$ cat config.mk
export PLATFORM = sky130hd
export DESIGN_NAME = dr_pipe_chain
export DESIGN_NICKNAME = d
export VERILOG_FILES = /design/src/rtl/dr_pkg.sv /design/src/rtl/dr_rail_mon.sv /design/src/rtl/dr_stage.sv /design/src/rtl/dr_pipe_chain.sv
export SDC_FILE = /design/constraint.sdc
export NUM_CORES = 1
export LEC_CHECK = 0
export BUFFER_PORTS_ARGS = -buffer_cell sky130_fd_sc_hd__buf_2
export CELL_PAD_IN_SITES_DETAIL_PLACEMENT = 1
export CELL_PAD_IN_SITES_GLOBAL_PLACEMENT = 1
export CORE_ASPECT_RATIO = 1.25
export CORE_MARGIN = 3
export CORE_UTILIZATION = 43
export DETAILED_ROUTE_END_ITERATION = 10
export GPL_ROUTABILITY_DRIVEN = 0
export HOLD_SLACK_MARGIN = 0.08
export PLACE_DENSITY = 0.92
export SLEW_MARGIN = 25
export SYNTH_ARGS = -nofsm -noshare
export SYNTH_HDL_FRONTEND = slang
export SYNTH_SLANG_ARGS = --single-unit
$ cat constraint.sdc
create_clock -name clk -period 2.8 [get_ports clk]
set_clock_uncertainty 0.05 [all_clocks]
set_input_delay 0.14 -clock clk [delete_from_list [all_inputs] [get_ports clk]]
set_output_delay 0.14 -clock clk [all_outputs]
set_load 0.02 [all_outputs]
$ cat src/rtl/dr_pkg.sv
package dr_pkg;

    typedef enum logic [1:0] {
        TK_NONE = 2'd0,
        TK_ZERO = 2'd1,
        TK_ONE  = 2'd2
    } tok_e;

    localparam logic [1:0] RAIL_NONE = 2'b00;
    localparam logic [1:0] RAIL_ZERO = 2'b10;
    localparam logic [1:0] RAIL_ONE  = 2'b01;
    localparam logic [1:0] RAIL_BAD  = 2'b11;

    function automatic logic [1:0] tok_to_rails(input tok_e t);
        case (t)
            TK_ZERO: tok_to_rails = RAIL_ZERO;
            TK_ONE:  tok_to_rails = RAIL_ONE;
            default: tok_to_rails = RAIL_NONE;
        endcase
    endfunction

    function automatic tok_e rails_to_tok(input logic [1:0] r);
        case (r)
            RAIL_ZERO: rails_to_tok = TK_ZERO;
            RAIL_ONE:  rails_to_tok = TK_ONE;
            default:   rails_to_tok = TK_NONE;
        endcase
    endfunction

    function automatic logic rails_valid(input logic [1:0] r);
        rails_valid = (r == RAIL_ZERO) || (r == RAIL_ONE);
    endfunction

    function automatic tok_e init_tok(input logic full, input logic val);
        if (!full)
            init_tok = TK_NONE;
        else if (val)
            init_tok = TK_ONE;
        else
            init_tok = TK_ZERO;
    endfunction

endpackage

$ cat src/rtl/dr_rail_mon.sv
module dr_rail_mon
    import dr_pkg::*;
(
    input  logic       clk,
    input  logic       rst,
    input  logic [1:0] rails,
    output logic       err
);

    logic bad_now;

    assign bad_now = (rails == RAIL_BAD);

    always_ff @(posedge clk) begin
        if (rst)
            err <= 1'b0;
        else if (bad_now)
            err <= 1'b1;
    end


    bad_sets_err_chk: assert property (@(posedge clk) disable iff (rst)
        (rails == RAIL_BAD) |=> err);


    err_sticky_chk: assert property (@(posedge clk) disable iff (rst)
        err |=> err);

endmodule

$ cat src/rtl/dr_stage.sv
module dr_stage
    import dr_pkg::*;
(
    input  logic       clk,
    input  logic       rst,
    input  logic       cfg_full,
    input  logic       cfg_val,
    input  logic [1:0] in_rails,
    output logic       in_ack,
    output logic [1:0] out_rails,
    input  logic       out_ack
);

    tok_e held;
    logic ack_q;
    logic take;
    logic in_empty;

    assign in_empty = (in_rails == RAIL_NONE);
    assign take     = (held == TK_NONE) && !ack_q && !out_ack && rails_valid(in_rails);

    always_ff @(posedge clk) begin
        if (rst) begin
            held  <= init_tok(cfg_full, cfg_val);
            ack_q <= 1'b0;
        end else begin
            if (held == TK_NONE) begin
                if (take)
                    held <= rails_to_tok(in_rails);
            end else if (out_ack) begin
                held <= TK_NONE;
            end

            if (!ack_q && take)
                ack_q <= 1'b1;
            else if (ack_q && in_empty)
                ack_q <= 1'b0;
        end
    end

    assign in_ack    = ack_q;
    assign out_rails = tok_to_rails(held);


    ack_rise_chk: assert property (@(posedge clk) disable iff (rst)
        $rose(in_ack) |-> $past(rails_valid(in_rails) && !out_ack));


    ack_fall_chk: assert property (@(posedge clk) disable iff (rst)
        $fell(in_ack) |-> $past(in_rails == RAIL_NONE));


    hold_until_ack_chk: assert property (@(posedge clk) disable iff (rst)
        (out_rails != RAIL_NONE && !out_ack) |=> $stable(out_rails));


    out_code_chk: assert property (@(posedge clk) disable iff (rst)
        $onehot0(out_rails));


    capture_gate_chk: assert property (@(posedge clk) disable iff (rst)
        $rose(out_rails != RAIL_NONE) |-> $past(!out_ack && !in_ack));

endmodule

$ cat src/rtl/dr_pipe_chain.sv
module dr_pipe_chain
    import dr_pkg::*;
#(
    parameter int NSTAGES = 4
) (
    input  logic               clk,
    input  logic               rst,
    input  logic [NSTAGES-1:0] cfg_full,
    input  logic [NSTAGES-1:0] cfg_val,
    input  logic [1:0]         up_rails,
    output logic               up_ack,
    output logic [1:0]         dn_rails,
    input  logic               dn_ack,
    output logic               rail_err
);

    localparam int NLINKS = NSTAGES + 1;

    logic [1:0] lnk_rails [NLINKS];
    logic       lnk_ack   [NLINKS];

    assign lnk_rails[0]       = up_rails;
    assign lnk_ack[NSTAGES]   = dn_ack;
    assign up_ack             = lnk_ack[0];
    assign dn_rails           = lnk_rails[NSTAGES];

    genvar gi;
    generate
        for (gi = 0; gi < NSTAGES; gi++) begin : g_stage
            dr_stage u_stage (
                .clk       (clk),
                .rst       (rst),
                .cfg_full  (cfg_full[gi]),
                .cfg_val   (cfg_val[gi]),
                .in_rails  (lnk_rails[gi]),
                .in_ack    (lnk_ack[gi]),
                .out_rails (lnk_rails[gi+1]),
                .out_ack   (lnk_ack[gi+1])
            );
        end
    endgenerate

    dr_rail_mon u_mon (
        .clk   (clk),
        .rst   (rst),
        .rails (up_rails),
        .err   (rail_err)
    );


    no_bad_ack_chk: assert property (@(posedge clk) disable iff (rst)
        (up_rails == RAIL_BAD && !up_ack) |=> !up_ack);

endmodule

==> results of run 1 <==
==> flip-flops by register name (all words and copies together), names as in the netlist <==
name / cells
u_mon.err: 1
g_stage.u_stage.in_ack: 4
g_stage.u_stage.held: 8
==> through the flow <==
step | power (µW) | area [µm²] | util
3_3_place_gp | 430.9 | 943.4 | 0.5157
5_1_grt | 602.2 | 969.7 | 0.5301
6_report | 558.6 | 969.7 | 0.5301
3_5_place_dp | 450.1 | 943.4 | 0.5157
4_1_cts | 566.8 | 969.7 | 0.5301
2_1_floorplan | 391.6 | 852.1 | -
==> power groups by stage <==
stage	logic (µW)	clock network [µW]	registers, µW
global placement	164	0	267
global route	201	128	274
floorplan	124	0	268
detailed placement	178	0	272
CTS	179	120	268
finish	175	116	268
==> per-layer routing <==
layer / wire [µm] / up-vias
li1: - / 331
met1: 642 / 325
met2: 1071 / 15
met3: 62 / 2
met4: 21 / 0
met5: 0 / -
==> final cells by class <==
| class | instances | area [µm²] | area share |
|---|---|---|---|
| timing repair buffer | 16 | 80.08 | 0.08258 |
| sequential | 13 | 340.3 | 0.3510 |
| multi-input combinational | 58 | 454.2 | 0.4684 |
| inverter | 12 | 45.04 | 0.04645 |
| tap | 19 | 23.77 | 0.02452 |
| clock buffer | 4 | 26.28 | 0.02710 |
==> worst paths after layout <==
check / endpoint / slack, ns / cells past startpoint
worst max-delay path: g_stage[3].u_stage.held[0]$_DFFE_PP_ / 1.17 / 4
worst min-delay path: g_stage[3].u_stage.held[0]$_DFFE_PP_ / 0.14 / 2
worst max register to register: g_stage[3].u_stage.held[0]$_DFFE_PP_ / 1.17 / 4
worst min register to register: u_mon.err$_SDFFE_PP0N_ / 0.43 / 2
==> Yosys cell counts <==
cell,n
or2_1,1
buf_2,1
nor3_1,1
or3b_1,1
edfxtp_1,8
o21a_1,1
nand4bb_1,1
a211o_1,1
o22ai_1,2
buf_4,1
nand3_1,4
o21ai_0,6
o32ai_2,1
a311o_1,1
nor2_1,2
o211a_1,3
ha_1,13
nor2b_1,6
o211ai_1,1
o211ai_2,1
nand2b_1,1
and4bb_1,1
dfxtp_1,5
inv_1,12
nand3b_1,1
nand2_1,9
==> logic make-up after synthesis <==
logic type	after synthesis
AOI/OAI and AO/OA	17
adders and majority gates	13
and+or+nand+nor	28
DFF	13
buffers and inverters	14
==> run metrics, run 1 <==
Initial DRC Count=2; sequential element share of the synthesized area=0.3994; CP max stage delay=0.36 ns; CP Data Required Time=2.73 ns; Hold Path Origin=cfg_val[3]; Worst setup SP type=flip-flop; ant diodes=0; Slew headroom=0.7589; final hold vios=0; ranking of synthesized cells by area=edfxtp_1 (28%), ha_1 (19%), dfxtp_1 (12%); reg2reg start=g_stage[2].u_stage.held[0]$_DFFE_PP_; adder-cell share of the synthesized area=0.1909; WL per Instance=14.73 µm; delay-heaviest family, CP=flip-flops; total number of vias=673; final worst slack=1.171 ns; vias per cell=5.516; Seq pwr share=0.479; met1 GRT Util=0.1610; leakage power=0.0004771 µW; Post-CTS Setup Inserts=0; PwrDens=576.0 nW/µm²; period utilization=0.5817; GR Util All Layers=0.1601; vias in the first global route=755; final setup vio count=0; CP endpoint kind=flip-flop; hold_buf cts=0; simple-gate area share of the yosys netlist=0.1836; dpl cells=118; post-place setup slack=1.177 ns; Max clock buf depth=2; critical-path cell list=inv_1, ha_1, or3b_1, o211ai_2; Synth top area share=0.2819; drt drc=0; 1st-pass router iterations=3; class of the worst hold path=in -> reg; synth unique cells=26; internal power=374.3 µW; Post-Synthesis Cell Area=852.1 µm²; clock power share=0.208; Post-DRT Antenna Nets=0; initial antenna violation count=0; Syn Nets=111; average cell area after synthesis=10.02 µm²; net switching power=184.3 µW; H-tree levels=1; clk_lat worst skew=0.27 ns; status=completed; Layout Cells excl Fill=122; highest-count cells in the layout ignoring fill and taps=buf_2 (16), ha_1 (13), inv_1 (12), nand2_1 (9), edfxtp_1 (8); min cycle time layout=1.629 ns; Placement Rows=17; slew at the pin with the worst max-slew slack=0.3616 ns; Comb power frac=0.313; die area=2555 µm²; Synth Area in Compound Gates=0.1586; Num CTS Buffers=3; Ys Warns=0; top-level port count=17; initial core utilization=0.4658; WHS=0.1383 ns; Mapped Cells=85; share of cells above drive strength 1=0.2039; CTS tree=built; die width=45.82 µm; RSZ-0062 raised after global routing=no; crit path max-delay cell type=edfxtp_1; Routed WL=1.797 mm; Synth Area in XOR/XNOR=0; commonest non-fill, non-tap cell in the layout=buf_2; post-synth top area cell=edfxtp_1; Root Driver=clkbuf_4; WS Path Type=reg -> reg; global-route wire length before repair=3.070 mm; CP bufs+invs=1; Chip Height=55.77 µm; total negative slack=0 ns; crit path DAT=1.56 ns; fmax=614.0 MHz; Area Growth Syn to Fin=13.80%; Synth Register Bits=13; # fillers=217; pin count of the biggest net entering global routing=21; GR Layer Usage met2=0.3134; Max Cap Viol=0; Core ar.=1829 µm²; Critical Path Fanout Max=2; multiplexer area fraction after synthesis=0; CP startpoint=g_stage[2].u_stage.held[0]$_DFFE_PP_; sw frac=0.3299; met3 usage=0.01942; HPWL Detailed=1.473 mm; gr ovfl total=0; Final nets=130; clock-pin transition on the worst setup and hold timing paths=0.08 ns; main combinational cell family by area after synthesis=adder cells; Worst VDD drop=0.3619 mV; Clock Sink Count=13; PortBufs=16; post_cts resized=0; grt peak-use layer=met2; Max Slew Vio Count=0
No activity file was read; power rests on OpenSTA's default activity.
==> run 2, diff against run 1 <==
--- a/config.mk
+++ b/config.mk
@@ -10,11 +10,11 @@
 export CELL_PAD_IN_SITES_GLOBAL_PLACEMENT = 1
 export CORE_ASPECT_RATIO = 1.25
 export CORE_MARGIN = 3
-export CORE_UTILIZATION = 43
+export CORE_UTILIZATION = 36
 export DETAILED_ROUTE_END_ITERATION = 10
 export GPL_ROUTABILITY_DRIVEN = 0
 export HOLD_SLACK_MARGIN = 0.08
-export PLACE_DENSITY = 0.92
+export PLACE_DENSITY = 0.83
 export SLEW_MARGIN = 25
 export SYNTH_ARGS = -nofsm -noshare
 export SYNTH_HDL_FRONTEND = slang
==> constraint.sdc (replaced) <==
create_clock -name clk -period 1.4 [get_ports clk]
set_clock_uncertainty 0.05 [all_clocks]
set_input_delay 0.07 -clock clk [delete_from_list [all_inputs] [get_ports clk]]
set_output_delay 0.07 -clock clk [all_outputs]
set_load 0.02 [all_outputs]
==> run metrics, run 2 (synthesized netlist as in run 1, its figures left out) <==
Layout Cells excl Fill=159 (+30%); net switching power=472.1 µW (+160%); Chip Height=60.40 µm (+8.3%); share of cells above drive strength 1=0.3906 (+0.1867); CP Data Required Time=1.35 ns (-1.38 ns); Initial DRC Count=11 (+9); ant diodes=0 (unchanged); Routed WL=2.310 mm (+29%); DP Area=1011 µm² (+7.2%); die width=49.52 µm (+8.1%); leakage power=0.0005988 µW (+26%); crit path DAT=1.59 ns (+0.03 ns); Max Cap Viol=0 (unchanged); Max clock buf depth=2 (unchanged); H-tree levels=1 (unchanged); Reg2Reg Depth=4 (unchanged); R2R Setup Slk=-0.24 ns (-1.41 ns); Worst R2R End=g_stage[3].u_stage.held[0]$_DFFE_PP_; Placement Rows=19 (+2); Worst VDD drop=0.6802 mV (+88%); crit path max-delay cell type=edfxtp_1; PwrDens=1127 nW/µm² (+96%); min cycle time layout=1.642 ns (+0.01321 ns); max FFs per register=8 (unchanged); register name with the most flops=g_stage.u_stage.held; Clock Sink Count=13 (unchanged); Root Driver=clkbuf_4; status=finished with violations; fmax=609.0 MHz (-0.80%); Critical Path Fanout Max=2 (unchanged); Num CTS Buffers=3 (unchanged); total number of vias=770 (+14%); critical-path cell list=inv_2, ha_4, or3b_4, o211ai_4; CP startpoint=g_stage[2].u_stage.held[1]$_DFFE_PP_; GR Util All Layers=0.1677 (+0.007643); initial core utilization=0.3813 (-0.08450); sw frac=0.3361 (+0.006198); # fillers=283 (+30%); final hold vios=0 (unchanged); clock power share=0.181 (-0.027); reg2reg start=g_stage[2].u_stage.held[1]$_DFFE_PP_; CP endpoint kind=flip-flop; final setup vio count=5 (+5); CTS tree=built; commonest non-fill, non-tap cell in the layout=buf_4; Slew headroom=0.7661 (+0.007221); WS Path Type=reg -> reg; class of the worst hold path=in -> reg; slew at the pin with the worst max-slew slack=0.3471 ns (-0.01450 ns); gr ovfl total=0 (unchanged); global-route wire length before repair=3.698 mm (+20%); CP max stage delay=0.40 ns (+0.04 ns); vias per cell=4.843 (-12%); Final nets=155 (+19%); Core ar.=2235 µm² (+22%); HPWL Detailed=1.543 mm (+4.8%); top-level port count=17 (unchanged); dpl cells=137 (+16%); failing checks=negative setup slack; vias in the first global route=856 (+13%); Design Area, Final=1246 µm² (+29%); final worst slack=-0.2420 ns (-1.413 ns); die area=2990 µm² (+17%); Worst setup SP type=flip-flop; Area Growth Syn to Fin=46.26%; Comb power frac=0.438 (+0.125); period utilization=1.173 (+0.5911); PortBufs=16 (unchanged); Max Slew Vio Count=0 (unchanged); WL per Instance=14.53 µm (-1.4%); clock-pin transition on the worst setup and hold timing paths=0.09 ns (about the same); Post-DRT Antenna Nets=0 (unchanged); initial antenna violation count=0 (unchanged); clk_lat worst skew=0.29 ns (+0.02 ns); RSZ-0062 raised after global routing=yes; highest-count cells in the layout ignoring fill and taps=buf_4 (18), buf_2 (16), ha_1 (10), nand2_1 (9), edfxtp_1 (8); 1st-pass router iterations=2 (-1); drt drc=0 (unchanged); Setup crit end=g_stage[3].u_stage.held[0]$_DFFE_PP_; Seq pwr share=0.380 (-0.099); pin count of the biggest net entering global routing=14 (-33%); internal power=932.8 µW (+150%)
-- run 2: cell count changes in the layout (fill, tap and decap cells not counted), moves of 3 or more --
cell	before	now
inv_2	0	6
dlygate4sd3_1	0	7
ha_1	13	10
inv_1	12	6
buf_4	0	18
ha_4	0	3
-- run 2: power by group through the flow --
stage / logic [µW] / registers [µW] / clock network, µW
CTS: 545 / 525 / 248
detailed placement: 418 / 536 / 0
global placement: 392 / 527 / 0
floorplan: 248 / 535 / 0
finish: 616 / 534 / 255
global route: 688 / 543 / 276
-- run 2: metrics by stage --
step	power, µW	setup TNS, ns	hold slack [ns]	utilization	worst slack [ns]
finish	1405	-0.5802	0.1025	0.5577	-0.2420
global route	1507	-0.9575	0.1150	0.5577	-0.2912
CTS	1319	-0.3976	0.08796	0.5358	-0.1988
detailed placement	954.4	-0.7577	0.3583	0.4524	-0.2167
global placement	919.1	-0.3192	0.3465	0.4524	-0.1402
floorplan	783.3	-0.2482	0.2114	-	-0.1235
-- run 2: critical path: cells and delay by family, from the launching register on --
family                     cells  cell delay [ns]
buffers and inverters          1             0.07
AOI/OAI and AO/OA              1             0.18
DFF                            1             0.40
and+or+nand+nor                1             0.38
adders and majority gates      1             0.26
-- run 2: what timing repair did --
item | CTS | global route
hold endpoints to repair | 7 | 0
endpoints found under the setup margin | 8 | 10
buffers inserted | 7 | 4
gates resized for setup | 7 | 9
pin swaps | 2 | 4
hold buffers | 7 | 0
-- run 2: layer usage --
layer,share of wire,wire length [µm],up-vias,global-route usage
met2,0.57,1311,19,0.3506
met4,0.027,63,0,0.07905
met1,0.37,863,367,0.1636
li1,-,-,379,-
met3,0.031,72,5,0.01966
met5,0,0,-,0
-- run 2: layout make-up --
type	instances	area, µm²	share of cell area
Inverter	12	45.04	0.03614
Multi-Input combinational cell	58	510.5	0.4096
Timing Repair Buffer	41	285.3	0.2289
Tap cell	31	38.79	0.03112
Clock buffer	4	26.28	0.02108
Sequential cell	13	340.3	0.2731
-- run 2: how the worst min path moves through the flow --
stage | cells after the start | from | endpoint | slack, ns
2_1_floorplan | 1 | cfg_val[3] | g_stage[3].u_stage.held[0]$_DFFE_PP_ | 0.21
3_3_place_gp | 3 | cfg_full[1] | g_stage[1].u_stage.held[1]$_DFFE_PP_ | 0.35
3_5_place_dp | 3 | cfg_full[0] | g_stage[0].u_stage.held[1]$_DFFE_PP_ | 0.36
4_1_cts | 3 | cfg_full[2] | g_stage[2].u_stage.held[1]$_DFFE_PP_ | 0.09
5_1_grt | 3 | dn_ack | g_stage[3].u_stage.in_ack$_SDFFE_PP0P_ | 0.12
6_report | 3 | dn_ack | g_stage[3].u_stage.in_ack$_SDFFE_PP0P_ | 0.10
